File: src/rtl/irq_accept_pkg.sv
package irq_accept_pkg;

    typedef enum logic [1:0] {
        ST_RUN       = 2'd0,
        ST_NMI_ENTRY = 2'd1,
        ST_INT_ENTRY = 2'd2,
        ST_RET_EXIT  = 2'd3
    } acc_state_t;

    localparam int unsigned VEC_W = 16;
    localparam logic [VEC_W-1:0] NMI_ENTRY_ADDR = 16'h0066;

endpackage

File: src/rtl/irq_nmi_catch.sv
module irq_nmi_catch #(
    parameter int unsigned SYNC_STAGES = 2
) (
    input  logic clk,
    input  logic rst_n,
    input  logic nmi_n,
    input  logic take,
    output logic pending
);
    localparam int unsigned CHAIN_W = SYNC_STAGES + 1;

    logic [CHAIN_W-1:0] chain;
    logic               fall_seen;

    always_ff @(posedge clk or negedge rst_n) begin
        if (!rst_n) begin
            chain <= {CHAIN_W{1'b1}};
        end else begin
            chain <= {chain[CHAIN_W-2:0], nmi_n};
        end
    end

    assign fall_seen = chain[SYNC_STAGES] & ~chain[SYNC_STAGES-1];

    always_ff @(posedge clk or negedge rst_n) begin
        if (!rst_n) begin
            pending <= 1'b0;
        end else if (fall_seen) begin
            pending <= 1'b1;
        end else if (take) begin
            pending <= 1'b0;
        end
    end

endmodule

File: src/rtl/irq_enable_flags.sv
module irq_enable_flags (
    input  logic clk,
    input  logic rst_n,
    input  logic nmi_take,
    input  logic int_take,
    input  logic retn_do,
    input  logic ei,
    input  logic di,
    input  logic boundary,
    output logic live,
    output logic saved,
    output logic ei_shadow
);

    always_ff @(posedge clk or negedge rst_n) begin
        if (!rst_n) begin
            live  <= 1'b0;
            saved <= 1'b0;
        end else if (nmi_take) begin
            live  <= 1'b0;
        end else if (int_take) begin
            live  <= 1'b0;
            saved <= 1'b0;
        end else if (retn_do) begin
            live  <= saved;
        end else if (ei) begin
            live  <= 1'b1;
            saved <= 1'b1;
        end else if (di) begin
            live  <= 1'b0;
            saved <= 1'b0;
        end
    end

    always_ff @(posedge clk or negedge rst_n) begin
        if (!rst_n) begin
            ei_shadow <= 1'b0;
        end else if (ei) begin
            ei_shadow <= 1'b1;
        end else if (boundary) begin
            ei_shadow <= 1'b0;
        end
    end

endmodule

File: src/rtl/irq_nest_depth.sv
module irq_nest_depth #(
    parameter int unsigned DEPTH_W = 4
) (
    input  logic               clk,
    input  logic               rst_n,
    input  logic               inc,
    input  logic               dec,
    input  logic               int_take,
    output logic [DEPTH_W-1:0] depth,
    output logic               int_in_nmi
);
    localparam logic [DEPTH_W-1:0] DEPTH_MAX = {DEPTH_W{1'b1}};
    localparam logic [DEPTH_W-1:0] DEPTH_ONE = DEPTH_W'(1);

    logic at_zero;
    assign at_zero = (depth == '0);

    always_ff @(posedge clk or negedge rst_n) begin
        if (!rst_n) begin
            depth <= '0;
        end else if (inc && depth != DEPTH_MAX) begin
            depth <= depth + DEPTH_ONE;
        end else if (dec && !at_zero) begin
            depth <= depth - DEPTH_ONE;
        end
    end

    always_ff @(posedge clk or negedge rst_n) begin
        if (!rst_n) begin
            int_in_nmi <= 1'b0;
        end else if (int_take && !at_zero) begin
            int_in_nmi <= 1'b1;
        end else if (dec && (at_zero || depth == DEPTH_ONE)) begin
            int_in_nmi <= 1'b0;
        end
    end

endmodule

File: src/rtl/irq_accept_ctl.sv
module irq_accept_ctl
    import irq_accept_pkg::*;
#(
    parameter int unsigned      DEPTH_W     = 4,
    parameter int unsigned      SYNC_STAGES = 2,
    parameter logic [15:0]      INT_VECTOR  = 16'h0038
) (
    input  logic               clk,
    input  logic               rst_n,
    input  logic               nmi_n,
    input  logic               int_n,
    input  logic               boundary,
    input  logic               ei_stb,
    input  logic               di_stb,
    input  logic               retn_stb,
    output logic               ack_nmi,
    output logic               ack_int,
    output logic               push_pc,
    output logic               load_pc,
    output logic [15:0]        pc_vector,
    output logic               pop_pc,
    output logic               live_en,
    output logic               saved_en,
    output logic [DEPTH_W-1:0] nest_depth,
    output logic               int_in_nmi
);

    acc_state_t st, st_nx;
    logic       nmi_pend;
    logic       ei_shadow;
    logic       in_run;
    logic       nmi_take;
    logic       int_take;
    logic       retn_do;

    assign in_run   = (st == ST_RUN);
    assign nmi_take = in_run & boundary & nmi_pend;
    assign int_take = in_run & boundary & ~nmi_pend & ~int_n & live_en & ~ei_shadow;
    assign retn_do  = in_run & retn_stb & ~nmi_take & ~int_take;

    irq_nmi_catch #(.SYNC_STAGES(SYNC_STAGES)) u_catch (
        .clk     (clk),
        .rst_n   (rst_n),
        .nmi_n   (nmi_n),
        .take    (nmi_take),
        .pending (nmi_pend)
    );

    irq_enable_flags u_flags (
        .clk       (clk),
        .rst_n     (rst_n),
        .nmi_take  (nmi_take),
        .int_take  (int_take),
        .retn_do   (retn_do),
        .ei        (ei_stb),
        .di        (di_stb),
        .boundary  (boundary),
        .live      (live_en),
        .saved     (saved_en),
        .ei_shadow (ei_shadow)
    );

    irq_nest_depth #(.DEPTH_W(DEPTH_W)) u_depth (
        .clk        (clk),
        .rst_n      (rst_n),
        .inc        (nmi_take),
        .dec        (retn_do),
        .int_take   (int_take),
        .depth      (nest_depth),
        .int_in_nmi (int_in_nmi)
    );

    always_comb begin
        st_nx = ST_RUN;
        unique case (st)
            ST_RUN: begin
                if (nmi_take)      st_nx = ST_NMI_ENTRY;
                else if (int_take) st_nx = ST_INT_ENTRY;
                else if (retn_do)  st_nx = ST_RET_EXIT;
                else               st_nx = ST_RUN;
            end
            ST_NMI_ENTRY: st_nx = ST_RUN;
            ST_INT_ENTRY: st_nx = ST_RUN;
            ST_RET_EXIT:  st_nx = ST_RUN;
            default:      st_nx = ST_RUN;
        endcase
    end

    always_ff @(posedge clk or negedge rst_n) begin
        if (!rst_n) st <= ST_RUN;
        else        st <= st_nx;
    end

    always_comb begin
        ack_nmi   = 1'b0;
        ack_int   = 1'b0;
        push_pc   = 1'b0;
        load_pc   = 1'b0;
        pop_pc    = 1'b0;
        pc_vector = '0;
        unique case (st)
            ST_RUN: ;
            ST_NMI_ENTRY: begin
                ack_nmi   = 1'b1;
                push_pc   = 1'b1;
                load_pc   = 1'b1;
                pc_vector = NMI_ENTRY_ADDR;
            end
            ST_INT_ENTRY: begin
                ack_int   = 1'b1;
                push_pc   = 1'b1;
                load_pc   = 1'b1;
                pc_vector = INT_VECTOR;
            end
            ST_RET_EXIT: pop_pc = 1'b1;
            default: ;
        endcase
    end

endmodule

File: config.mk
export PLATFORM = sky130hd
export DESIGN_NAME = irq_accept_ctl
export DESIGN_NICKNAME = d
export VERILOG_FILES = /design/src/rtl/irq_accept_pkg.sv /design/src/rtl/irq_nmi_catch.sv /design/src/rtl/irq_enable_flags.sv /design/src/rtl/irq_nest_depth.sv /design/src/rtl/irq_accept_ctl.sv
export SDC_FILE = /design/constraint.sdc
export NUM_CORES = 1
export LEC_CHECK = 0
export ABC_AREA = 0
export BUFFER_PORTS_ARGS = -buffer_cell sky130_fd_sc_hd__buf_2
export CORE_MARGIN = 5
export CORE_UTILIZATION = 45
export DETAILED_ROUTE_END_ITERATION = 10
export PLACE_DENSITY_LB_ADDON = 0.25
export SLEW_MARGIN = 30
export SYNTH_ARGS = -nofsm -noshare
export SYNTH_HDL_FRONTEND = slang
export SYNTH_SLANG_ARGS = --single-unit
File: constraint.sdc
create_clock -name clk -period 2.14 [get_ports clk]
set_input_delay 0 -clock clk [delete_from_list [all_inputs] [get_ports clk]]
set_output_delay 0 -clock clk [all_outputs]
set_load 0.02 [all_outputs]
==> impl_metrics.json <==
{
  "status": "complete, no violations",
  "gp_congestion": 0.840,
  "synth-edff-count": 0,
  "port-buffer-count": 25,
  "cts_made_buffers": 3,
  "dpl_cell_area_um2": 985,
  "netlist_instances": 97,
  "seq_area_frac_synth": 0.388,
  "synth.largest_area_cell": "dfrtp_1",
  "io_pins": 36,
  "grt_max_degree": 15,
  "clk_pin_slew_worst_paths_ns": 0.09,
  "dp.cells": 142,
  "stdcell_area_um2": 1040,
  "cts_tree": "built",
  "antenna_cells": 0,
  "fin_crit_sh": 0.862,
  "r2r-start": "st[0]",
  "holdPathStages": 3,
  "die-area_um2": 3030,
  "drive_gt1_frac": 0.320,
  "reg2reg_depth": 7,
  "path_max_fanout": 5,
  "met1_usage": 0.177,
  "setup.worst_path.class": "reg2reg",
  "top_usage_layer": "met2",
  "drv_slew": 0,
  "crit_path_start_kind": "register",
  "hold_buffers": 3,
  "initial_utilization": 0.470,
  "layout.nets": 139,
  "p_total_w": 0.00148,
  "grt_pass1_vias": 654,
  "synth-seq-cells": 14,
  "cts_resized": 0,
  "setup-tns-final_ns": 0,
  "drt-pass1-iter-count": 4,
  "num_rows": 16,
  "routed_wl_um": 1840,
  "use_met2": 0.195,
  "synthFlopType": "dfrtp_1",
  "vias_per_cell": 4.85,
  "ir_drop_mv": 0.726,
  "syn_to_final_growth_pct": 14.1,
  "synth.cell_area_um2": 912,
  "hpwlAfterDp_um": 1420,
  "nFillCells": 188,
  "synth.avg_cell_area_um2": 9.40,
  "ant_nets": 0,
  "synth_top_area_frac": 0.302,
  "rrSetupSlack_ns": 0.30,
  "grtUsageMet3": 0.0268,
  "hold_class": "in2reg",
  "setup_viol_count_final": 0,
  "timing.rr.end": "u_depth.depth[1]",
  "worst_slack_ns": 0.296,
  "p_leak_nw": 0.538,
  "grt_overflow": 0,
  "rsz0062_at_grt": "false",
  "max_freq_ghz": 0.542,
  "yosys-top-cells-count": "buf_4, dfrtp_1, a21oi_1, ha_1, inv_1",
  "die_h_um": 55.0,
  "async_reset_ff_frac": 1.00,
  "fp.dieW_um": 55.0,
  "min_to": "u_flags.ei_shadow",
  "grt_first_pass_wirelength_um": 2860,
  "synthTopCellsByArea": "dfrtp_1, buf_4, ha_1",
  "grt.total_usage": 0.134,
  "initialDrtViolationCount": 19,
  "h-tree-depth": 1,
  "min_period_ns": 1.84,
  "cts_sinks": 14,
  "finalHoldViolCount": 0,
  "end_kind": "register",
  "clkLatencyLatePin_ns": 0.28,
  "post-place-ws_ns": 0.348,
  "cts_setup_buffers": 0,
  "powerDensity_nw_per_um2": 1420,
  "yosys.cell_types.count": 30,
  "core_region_area_um2": 1940,
  "vias": 723,
  "antenna_found_initial": 0,
  "clock_skew_ns": 0.0115,
  "wl_per_cell_um": 12.3,
  "clockBufferDepth": 2,
  "stdcell_count": 149,
  "worstPathArrival_ns": 2.03,
  "drv_cap": 0,
  "synth.most_common_cell": "buf_4",
  "yosysWarningCount": 0,
  "post-route-drc-count": 0,
  "hold_path_startpoint": "boundary",
  "cts-root-buf": "clkbuf_4",
  "crit_required_ns": 2.32
}
-- kinds of logic after synthesis --
logic type | count (synthesis) | synth area share
AND/OR/NAND/NOR | 25 | 0.155
flip-flops | 14 | 0.388
buffers and inverters | 24 | 0.169
other | 1 | 0.00411
XOR/XNOR | 1 | 0.00960
AO/OA/AOI/OAI | 24 | 0.165
adder cells (fa/ha/maj) | 8 | 0.110
-- registers in the layout, indices dropped and copies added (netlist names) --
name                cells
u_catch.pending         1
u_depth.depth           4
st                      2
u_catch.chain           3
u_depth.int_in_nmi      1
u_flags.live            1
u_flags.ei_shadow       1
u_flags.saved           1
-- cells in the final DEF (no fill, tap or decap), drive strengths merged, types with 2 or more instances in the layout --
cell type    count
clkbuf           4
conb            10
ha               8
a31oi            2
o31ai            2
and3             3
nor4             2
nand2            7
inv              7
buf             26
o21ai            5
nand3            4
a21oi           11
dlygate4sd3      3
dfstp            3
dfrtp           11
nor2             5
-- where the power goes --
group,internal [W],switching (W)
Combinational,0.000303,0.000549
Sequential,0.000360,0.000113
Clock,0.0000722,0.0000855
-- how the worst max path moves through the flow --
stage	startpoint	endpoint	slack, ns	depth (start not counted)
detailed placement	st[0]	u_depth.depth[1]	0.35	7
global placement	st[0]	u_depth.depth[1]	0.37	7
global route	st[1]	u_depth.depth[1]	0.16	7
finish	st[0]	u_depth.depth[1]	0.30	7
CTS	st[0]	u_depth.depth[1]	0.30	7
floorplan	st[0]	u_depth.depth[1]	0.49	7
-- through the flow --
step / hold WS, ns / util
6_report: 0.0277 / 0.536
5_1_grt: 0.0339 / 0.536
4_1_cts: 0.0210 / 0.536
3_5_place_dp: -0.0801 / 0.507
3_3_place_gp: -0.0890 / 0.507
2_1_floorplan: -0.296 / -
-- area by class of cell --
type / instances / area, um^2 / share of cell area
inverter: 7 / 26.3 / 0.0252
clock buffer: 4 / 26.3 / 0.0252
timing repair buffer: 29 / 163 / 0.156
multi-input combinational: 68 / 438 / 0.421
tap: 27 / 33.8 / 0.0325
sequential: 14 / 354 / 0.340
-- layer usage --
metal	up-vias	wire length (um)
met2	30	826
met1	332	823
li1	357	-
met3	4	164
met5	-	0
met4	0	25
-- critical path, cell delays in order (launching register included) --
cell	delay, ns
dfrtp_1	0.41
inv_1	0.10
ha_1	0.24
nand2_2	0.10
or4_4	0.52
a31oi_1	0.21
o21ai_1	0.08
o31ai_1	0.08
No activity file was read; power rests on OpenSTA's default activity.
